### src/rtl/blkmove_pkg.sv
package blkmove_pkg;

  typedef enum logic [1:0] {
    MV_IDLE  = 2'd0,
    MV_READ  = 2'd1,
    MV_WRITE = 2'd2,
    MV_FIN   = 2'd3
  } mv_state_e;

  // One pointer step; callers keep the low bits they need (wrap is natural)
  function automatic logic [31:0] step_val(input logic [31:0] v, input logic down);
    return down ? (v - 32'd1) : (v + 32'd1);
  endfunction

endpackage

### src/rtl/blkmove_stepreg.sv
module blkmove_stepreg #(
  parameter int W = 8
) (
  input  logic         clk,
  input  logic         rst_n,
  input  logic         load_i,
  input  logic [W-1:0] ld_val_i,
  input  logic         step_i,
  input  logic         down_i,
  output logic [W-1:0] q_o
);
  import blkmove_pkg::*;

  logic [31:0] nxt_wide;
  logic [W-1:0] q;

  always_comb nxt_wide = step_val(32'(q), down_i);

  always_ff @(posedge clk) begin
    if (!rst_n)      q <= '0;
    else if (load_i) q <= ld_val_i;
    else if (step_i) q <= nxt_wide[W-1:0];
  end

  assign q_o = q;
endmodule

### src/rtl/blkmove_ctrl.sv
module blkmove_ctrl (
  input  logic clk,
  input  logic rst_n,
  input  logic start_i,
  input  logic cnt_zero_i,
  input  logic last_i,
  output logic accept_o,
  output logic elem_done_o,
  output logic rd_o,
  output logic wr_o,
  output logic busy_o,
  output logic done_o
);
  import blkmove_pkg::*;

  mv_state_e st, st_nxt;

  always_ff @(posedge clk) begin
    if (!rst_n) st <= MV_IDLE;
    else        st <= st_nxt;
  end

  always_comb begin
    st_nxt = st;
    case (st)
      MV_IDLE:  if (start_i) st_nxt = cnt_zero_i ? MV_FIN : MV_READ;
      MV_READ:  st_nxt = MV_WRITE;
      MV_WRITE: st_nxt = last_i ? MV_FIN : MV_READ;
      default:  st_nxt = MV_IDLE;
    endcase
  end

  assign accept_o    = (st == MV_IDLE) && start_i;
  assign elem_done_o = (st == MV_WRITE);
  assign rd_o        = (st == MV_READ);
  assign wr_o        = (st == MV_WRITE);
  assign busy_o      = (st != MV_IDLE);
  assign done_o      = (st == MV_FIN);

  AST_RW_EXCL: assert property (@(posedge clk) disable iff (!rst_n)
    !(rd_o && wr_o));
  AST_WR_AFTER_RD: assert property (@(posedge clk) disable iff (!rst_n)
    rd_o |=> wr_o);
  AST_ZERO_NOACC: assert property (@(posedge clk) disable iff (!rst_n)
    (accept_o && cnt_zero_i) |=> (done_o && !rd_o && !wr_o));
  AST_DONE_PULSE: assert property (@(posedge clk) disable iff (!rst_n)
    done_o |=> (!done_o && !busy_o));
endmodule

### src/rtl/blkmove_engine.sv
module blkmove_engine #(
  parameter int AW = 8,
  parameter int DW = 16,
  parameter int CW = 8
) (
  input  logic          clk,
  input  logic          rst_n,
  input  logic          start_i,
  input  logic [AW-1:0] src_i,
  input  logic [AW-1:0] dst_i,
  input  logic [CW-1:0] cnt_i,
  input  logic          dir_down_i,
  output logic [AW-1:0] mem_addr_o,
  output logic          mem_rd_o,
  input  logic [DW-1:0] mem_rdata_i,
  output logic          mem_wr_o,
  output logic [DW-1:0] mem_wdata_o,
  output logic          busy_o,
  output logic          done_o,
  output logic [AW-1:0] src_ptr_o,
  output logic [AW-1:0] dst_ptr_o,
  output logic [CW-1:0] cnt_o
);
  import blkmove_pkg::*;

  localparam logic [CW-1:0] CNT_ONE = CW'(1);

  // named internal events
  logic accept, elem_done, cnt_zero_ld, last_elem, dir_q;
  logic [AW-1:0] src_q, dst_q;
  logic [CW-1:0] cnt_q;

  assign cnt_zero_ld = (cnt_i == '0);
  assign last_elem   = (cnt_q == CNT_ONE);

  blkmove_ctrl u_ctrl (
    .clk(clk), .rst_n(rst_n), .start_i(start_i),
    .cnt_zero_i(cnt_zero_ld), .last_i(last_elem),
    .accept_o(accept), .elem_done_o(elem_done),
    .rd_o(mem_rd_o), .wr_o(mem_wr_o),
    .busy_o(busy_o), .done_o(done_o)
  );

  always_ff @(posedge clk) begin
    if (!rst_n)      dir_q <= 1'b0;
    else if (accept) dir_q <= dir_down_i;
  end

  blkmove_stepreg #(.W(AW)) u_src (
    .clk(clk), .rst_n(rst_n), .load_i(accept), .ld_val_i(src_i),
    .step_i(elem_done), .down_i(dir_q), .q_o(src_q)
  );

  blkmove_stepreg #(.W(AW)) u_dst (
    .clk(clk), .rst_n(rst_n), .load_i(accept), .ld_val_i(dst_i),
    .step_i(elem_done), .down_i(dir_q), .q_o(dst_q)
  );

  blkmove_stepreg #(.W(CW)) u_cnt (
    .clk(clk), .rst_n(rst_n), .load_i(accept), .ld_val_i(cnt_i),
    .step_i(elem_done), .down_i(1'b1), .q_o(cnt_q)
  );

  assign mem_addr_o  = mem_wr_o ? dst_q : src_q;
  assign mem_wdata_o = mem_rdata_i;
  assign src_ptr_o   = src_q;
  assign dst_ptr_o   = dst_q;
  assign cnt_o       = cnt_q;

  AST_CNT_DEC: assert property (@(posedge clk) disable iff (!rst_n)
    elem_done |=> (cnt_q == $past(cnt_q) - CNT_ONE));
  AST_DONE_CNT_ZERO: assert property (@(posedge clk) disable iff (!rst_n)
    done_o |-> (cnt_q == '0));
  AST_PTRS_MOVE_TOGETHER: assert property (@(posedge clk) disable iff (!rst_n)
    elem_done |=> ((src_q - $past(src_q)) == (dst_q - $past(dst_q))));
  AST_BUSY_IGNORES_START: assert property (@(posedge clk) disable iff (!rst_n)
    (busy_o && !done_o) |=> ($stable(dir_q) && busy_o));
  AST_IDLE_HOLDS: assert property (@(posedge clk) disable iff (!rst_n)
    (!busy_o && !start_i) |=> ($stable(src_q) && $stable(dst_q) && $stable(cnt_q)));
endmodule

### config.mk
export PLATFORM = sky130hd
export DESIGN_NAME = blkmove_engine
export DESIGN_NICKNAME = d
export VERILOG_FILES = /design/src/rtl/blkmove_pkg.sv /design/src/rtl/blkmove_stepreg.sv /design/src/rtl/blkmove_ctrl.sv /design/src/rtl/blkmove_engine.sv
export SDC_FILE = /design/constraint.sdc
export NUM_CORES = 1
export LEC_CHECK = 0
export BUFFER_PORTS_ARGS = -buffer_cell sky130_fd_sc_hd__buf_2
export CORE_AREA = 2 2 72 87
export DETAILED_ROUTE_END_ITERATION = 10
export DIE_AREA = 0 0 74 89
export PLACE_DENSITY = 0.63
export SLEW_MARGIN = 10
export SYNTH_ARGS = -nofsm -noshare
export SYNTH_HDL_FRONTEND = slang
export SYNTH_SLANG_ARGS = --single-unit
### constraint.sdc
create_clock -name clk -period 2.2 [get_ports clk]
set_clock_uncertainty 0.05 [all_clocks]
set_input_delay 0.11 -clock clk [delete_from_list [all_inputs] [get_ports clk]]
set_output_delay 0.11 -clock clk [all_outputs]
set_load 0.05 [all_outputs]
Yosys cells after proc, flatten, opt, wreduce, memory -nomap -nowiden:

Cells that the tools add are included.

* word-level logic and storage cells: 33
* output and inout bits: 52
* bits in registers: 27

* add/sub/neg operators: 5
* equality and inequality tests: 5
* reduce and logical (&&, ||, !) cells: 5
* mux-type cells: 13

Operator list (count)
* $mux 8: 9
* $sub 8x1->8 const B: 3
* $add 8x1->8 const B: 2
* $eq 8x1->1 const B: 1
* $logic_not 8->1: 1
* $mux 2: 3
* $pmux 2 s3: 1
* $eq 2x2->1 const B: 2
* $reduce_bool 2->1: 2
* $eq 2x1->1 const B: 1
* $logic_not 2->1: 1
* $ne 2x2->1 const B: 1
* $logic_and 1x1->1: 1

Longest topological paths before layout:

* word-level depth: 4
* gate-level depth with buffers: 7

By module:

Synthesis repeated with hierarchy kept, for this count alone.

* cells, all modules: 320
* area total of the unflattened synthesis: 2567.5 sq um

By module, submodules not included
* blkmove_stepreg: instances 3, cells an instance 90, area each 716.9 sq um, seq. area each 160.2 sq um
* blkmove_engine: instances 1, cells an instance 35, area each 294.0 sq um, seq. area each 20.0 sq um
* blkmove_ctrl: instances 1, cells an instance 15, area each 122.6 sq um, seq. area each 40.0 sq um

Worst setup path before layout:

No wires, ideal clock.

* kind: register to output
* start point: register u_ctrl.st[0]
* end point: output port mem_addr_o[1]
* stages on the path, launching flop included: 7
* path buffers: 3
* data arrival time: 2461 ps
* path slack: -421 ps
* cells stage by stage: dfxtp_1 nand2b_1 buf_4 inv_1 clkbuf_1 clkbuf_1 o21ai_0

* word-level cells in the longest chain between the ends: 2

Ends and longest elaborated chain
* start: declaration: RTL line blkmove_ctrl.sv:16 `mv_state_e st, st_nxt;`
* start signal: assignment: RTL line blkmove_ctrl.sv:20 `else st <= st_nxt;`
* $eq 2x2->1: RTL line blkmove_ctrl.sv:36 `assign wr_o = (st == MV_WRITE);`
* named net mem_wr_o: RTL line blkmove_engine.sv:16 `output logic mem_wr_o,`
* $mux 8: RTL line blkmove_engine.sv:64 `assign mem_addr_o = mem_wr_o ? dst_q : src_q;`
* end: declaration: RTL line blkmove_engine.sv:13 `output logic [AW-1:0] mem_addr_o,`

The timed path passes the listed nets, and every way through them passes these cells.

Worst setup path after layout:

* start point: register dir_q
* end point: register u_dst.q[6], in the netlist u_dst.q_o[6]

* word-level cells in the longest chain between the ends: 3

Ends and longest elaborated chain
* start: declaration: RTL line blkmove_engine.sv:29 `logic accept, elem_done, cnt_zero_ld, last_elem, dir_q;`
* start signal: assignment: RTL line blkmove_engine.sv:46 `else if (accept) dir_q <= dir_down_i;`
* $mux 8: RTL line blkmove_pkg.sv:12 `return down ? (v - 32'd1) : (v + 32'd1);`
* $mux 8: RTL line blkmove_stepreg.sv:22 `else if (step_i) q <= nxt_wide[W-1:0];`
* $mux 8: RTL line blkmove_stepreg.sv:21 `else if (load_i) q <= ld_val_i;`
* end signal: assignment: RTL line blkmove_stepreg.sv:21
* end signal: assignment: RTL line blkmove_stepreg.sv:22
* end: declaration: RTL line blkmove_stepreg.sv:15 `logic [W-1:0] q;`

Every way passes these cells. The select of a mux whose other input is x is not followed.
A chain may end at the register's enable or synchronous reset.

==> impl_metrics.json <==
{
  "grt_pass1_vias": 2079,
  "synth_nets": 339,
  "ys_top_cells_by_count": "30 x nand2_1, 27 x dfxtp_1, 17 x buf_4",
  "crit_path_end_kind": "flop",
  "clockBufferDepth": 2,
  "hold_viol": 0,
  "drc": 0,
  "die_h_um": 89,
  "synth_area_leader_cell": "dfxtp_1",
  "antenna_found_initial": 0,
  "clkSlewWorstSetupHoldPaths_ns": 0.10,
  "drive_gt1_share_pct": 26.7,
  "max_cap_viol_count": 0,
  "clkSinkCount": 27,
  "async_flop_share_pct": 0,
  "port_buffers": 63,
  "grt_usage_pct": 19.8,
  "cp_cell_sequence": "buf_4, inv_1, fa_1, nand2b_1, a21o_1, a2111o_1, nand3_1",
  "synth_most_common_cell": "nand2_1",
  "crit_path_start_kind": "flop",
  "area_delta_synth_final_pct": 15.7,
  "cts_root_buf": "clkbuf_8",
  "ir_worst_vdd_mv": 0.265,
  "drv_slew": 0,
  "ys_types": 57,
  "htreeDepth": 1,
  "cts_buffers": 3,
  "dr.first_iter.drc_count": 119,
  "seq_area_frac_synth_pct": 24.3,
  "rows": 30,
  "synth_area_um2": 2220,
  "ff2ff_path_depth": 7,
  "criticalPathCategory": "flop to flop",
  "power_density_nw_per_um2": 588,
  "period_needed_ns": 1.95,
  "cts_tree": "built",
  "grt-ovfl-total": 0,
  "viasPerCell": 5.68,
  "cp.required_ns": 2.39,
  "min-delay-start": "cnt_i[5]",
  "worstPathArrival_ns": 2.14,
  "grt_pass1_wl_mm": 10.2,
  "yosysTopAreaCellShare_pct": 24.3,
  "synth_area_leaders": "dfxtp_1 24%, ha_1 7.9%, buf_4 5.7%",
  "setup_viol": 0,
  "cpPeakStageDelay_ns": 0.40,
  "multiInputGateArea_um2": 1420,
  "tightest_slew_ns": 0.633,
  "antenna_cells": 0,
  "ys_ff_latch": 27,
  "hold_path.class": "input port to flop",
  "postSynthAreaPerCell_um2": 7.97,
  "ant_nets": 0,
  "grt_max_degree": 23,
  "cp.depth": 7,
  "syn_inst": 279,
  "gp_congestion": 0.838,
  "fin_crit_sh_pct": 88.7,
  "start_util_pct": 39.2,
  "wl_per_cell_um": 15.7,
  "fmax_ghz": 0.512,
  "dp_hpwl_mm": 4.82,
  "clk_latency_ns": 0.29,
  "crit_family": "compound AO/OA/AOI/OAI gates",
  "detail_route.first_pass.iterations": 4,
  "yosys_warnings": 0,
  "cts_hold_buffers": 0,
  "postCtsSetupRepairBufs": 0,
  "nets": 387,
  "outcome": "finished, final reports clean",
  "num_vias": 2305,
  "maxSlewHeadroom_pct": 56.7,
  "setup_ws_ns": 0.249,
  "regArea_um2": 541,
  "whs_path_depth": 3,
  "r2r_setup_slack_ns": 0.25,
  "p_leak_nw": 1.14,
  "critPathLaunch": "dir_q$_SDFFE_PN0P_",
  "synth_edf_count": 0,
  "cp_num_buf_inv": 2,
  "synth_top_flop_cell": "dfxtp_1",
  "core_area_um2": 5670,
  "wirelength_mm": 6.36,
  "cts_resized": 0,
  "rsz0062_at_grt": "false",
  "design.die.area_um2": 6590,
  "critPathMaxFanout": 9,
  "fp.dieW_um": 74,
  "critPathSlowestCell": "fa_1",
  "post-place-ws_ns": 0.273,
  "timing.rr.start": "dir_q$_SDFFE_PN0P_",
  "fillCellCount": 585,
  "ioPinCount": 96,
  "fin_tns_setup_ns": 0
}
[cell type report]
cell class                      instances  share of cell area (%)
Multi-Input combinational cell        204                    55.2
Sequential cell                        27                    21.0
Timing Repair Buffer                   75                    15.8
Tap cell                               80                    3.89
Inverter                               16                    2.33
Clock buffer                            3                    1.61
Clock inverter                          1                   0.195
[cells by family after synthesis]
kind of cell               count (synthesis)  share of synthesized area, %
adders and majority gates                 16                          9.68
xor gates and xnor gates                   4                          1.58
and+or+nand+nor                           96                          22.5
DFF                                       27                          24.3
AOI/OAI and AO/OA                         87                          29.6
buffers and inverters                     48                          11.8
muxes                                      1                         0.506
[routing by layer]
metal  wire length [um]  share of wire [%]  vias up  GRT usage [%]
met5                  0                  0        -              0
met4                 62               0.98        0           4.96
met2               2980                 47       84           33.6
li1                   -                  -     1129              -
met3                434                6.8        9           2.59
met1               2880                 45     1083           26.5
[layout by cell type, fill, tap and decap left out, types with 4 or more instances in the layout]
master | netlist | routed
nand2_1 | 30 | 30
a32oi_1 | 4 | 4
inv_1 | 15 | 15
nand2b_1 | 4 | 4
o32ai_1 | 5 | 5
buf_4 | 17 | 12
dfxtp_1 | 27 | 27
o21a_1 | 5 | 5
a22o_1 | 5 | 5
o211ai_1 | 7 | 7
nor2b_1 | 4 | 4
nand3b_1 | 4 | 4
a31oi_1 | 4 | 4
ha_1 | 14 | 14
nor2_1 | 15 | 15
a21oi_1 | 15 | 15
nand3_1 | 13 | 13
a211o_1 | 4 | 4
a21o_1 | 4 | 4
nor3_1 | 7 | 7
a22oi_1 | 9 | 9
buf_2 | 1 | 63
[flip-flops by register name, summed over array words and instances, names as in the netlist]
signal	count
u_cnt.q_o	8
u_dst.q_o	8
u_src.q_o	8
u_ctrl.st	2
dir_q	1
[through the flow]
stage                     util, %  hold slack, ns  power [mW]  instance area (um^2)  cells
after floorplan                 -           0.196        1.13                  2220    279
after global routing         45.4          0.0228        1.60                  2570    406
after CTS                    45.4         0.00443        1.53                  2570    406
after global placement       44.6           0.170        1.22                  2530    402
after detailed placement     44.6           0.170        1.22                  2530    402
final                        45.4          0.0134        1.51                  2570    406
[where the power goes]
group | switching, mW | internal (mW) | leakage [nW]
clock | 0.176 | 0.128 | 0.0255
combinational | 0.427 | 0.203 | 0.889
sequential | 0.0494 | 0.530 | 0.223
[worst min-delay path, stage by stage]
cell and delay, ns:
buf_2 0.11, nand2_1 0.05, a21oi_1 0.05
[final timing paths]
path / endpoint
min reg2reg: dir_q$_SDFFE_PN0P_
max: u_dst.q_o[6]$_SDFFE_PN0P_
min: u_cnt.q_o[5]$_SDFFE_PN0P_
max reg2reg: u_dst.q_o[6]$_SDFFE_PN0P_
No activity file was read; power rests on OpenSTA's default activity.
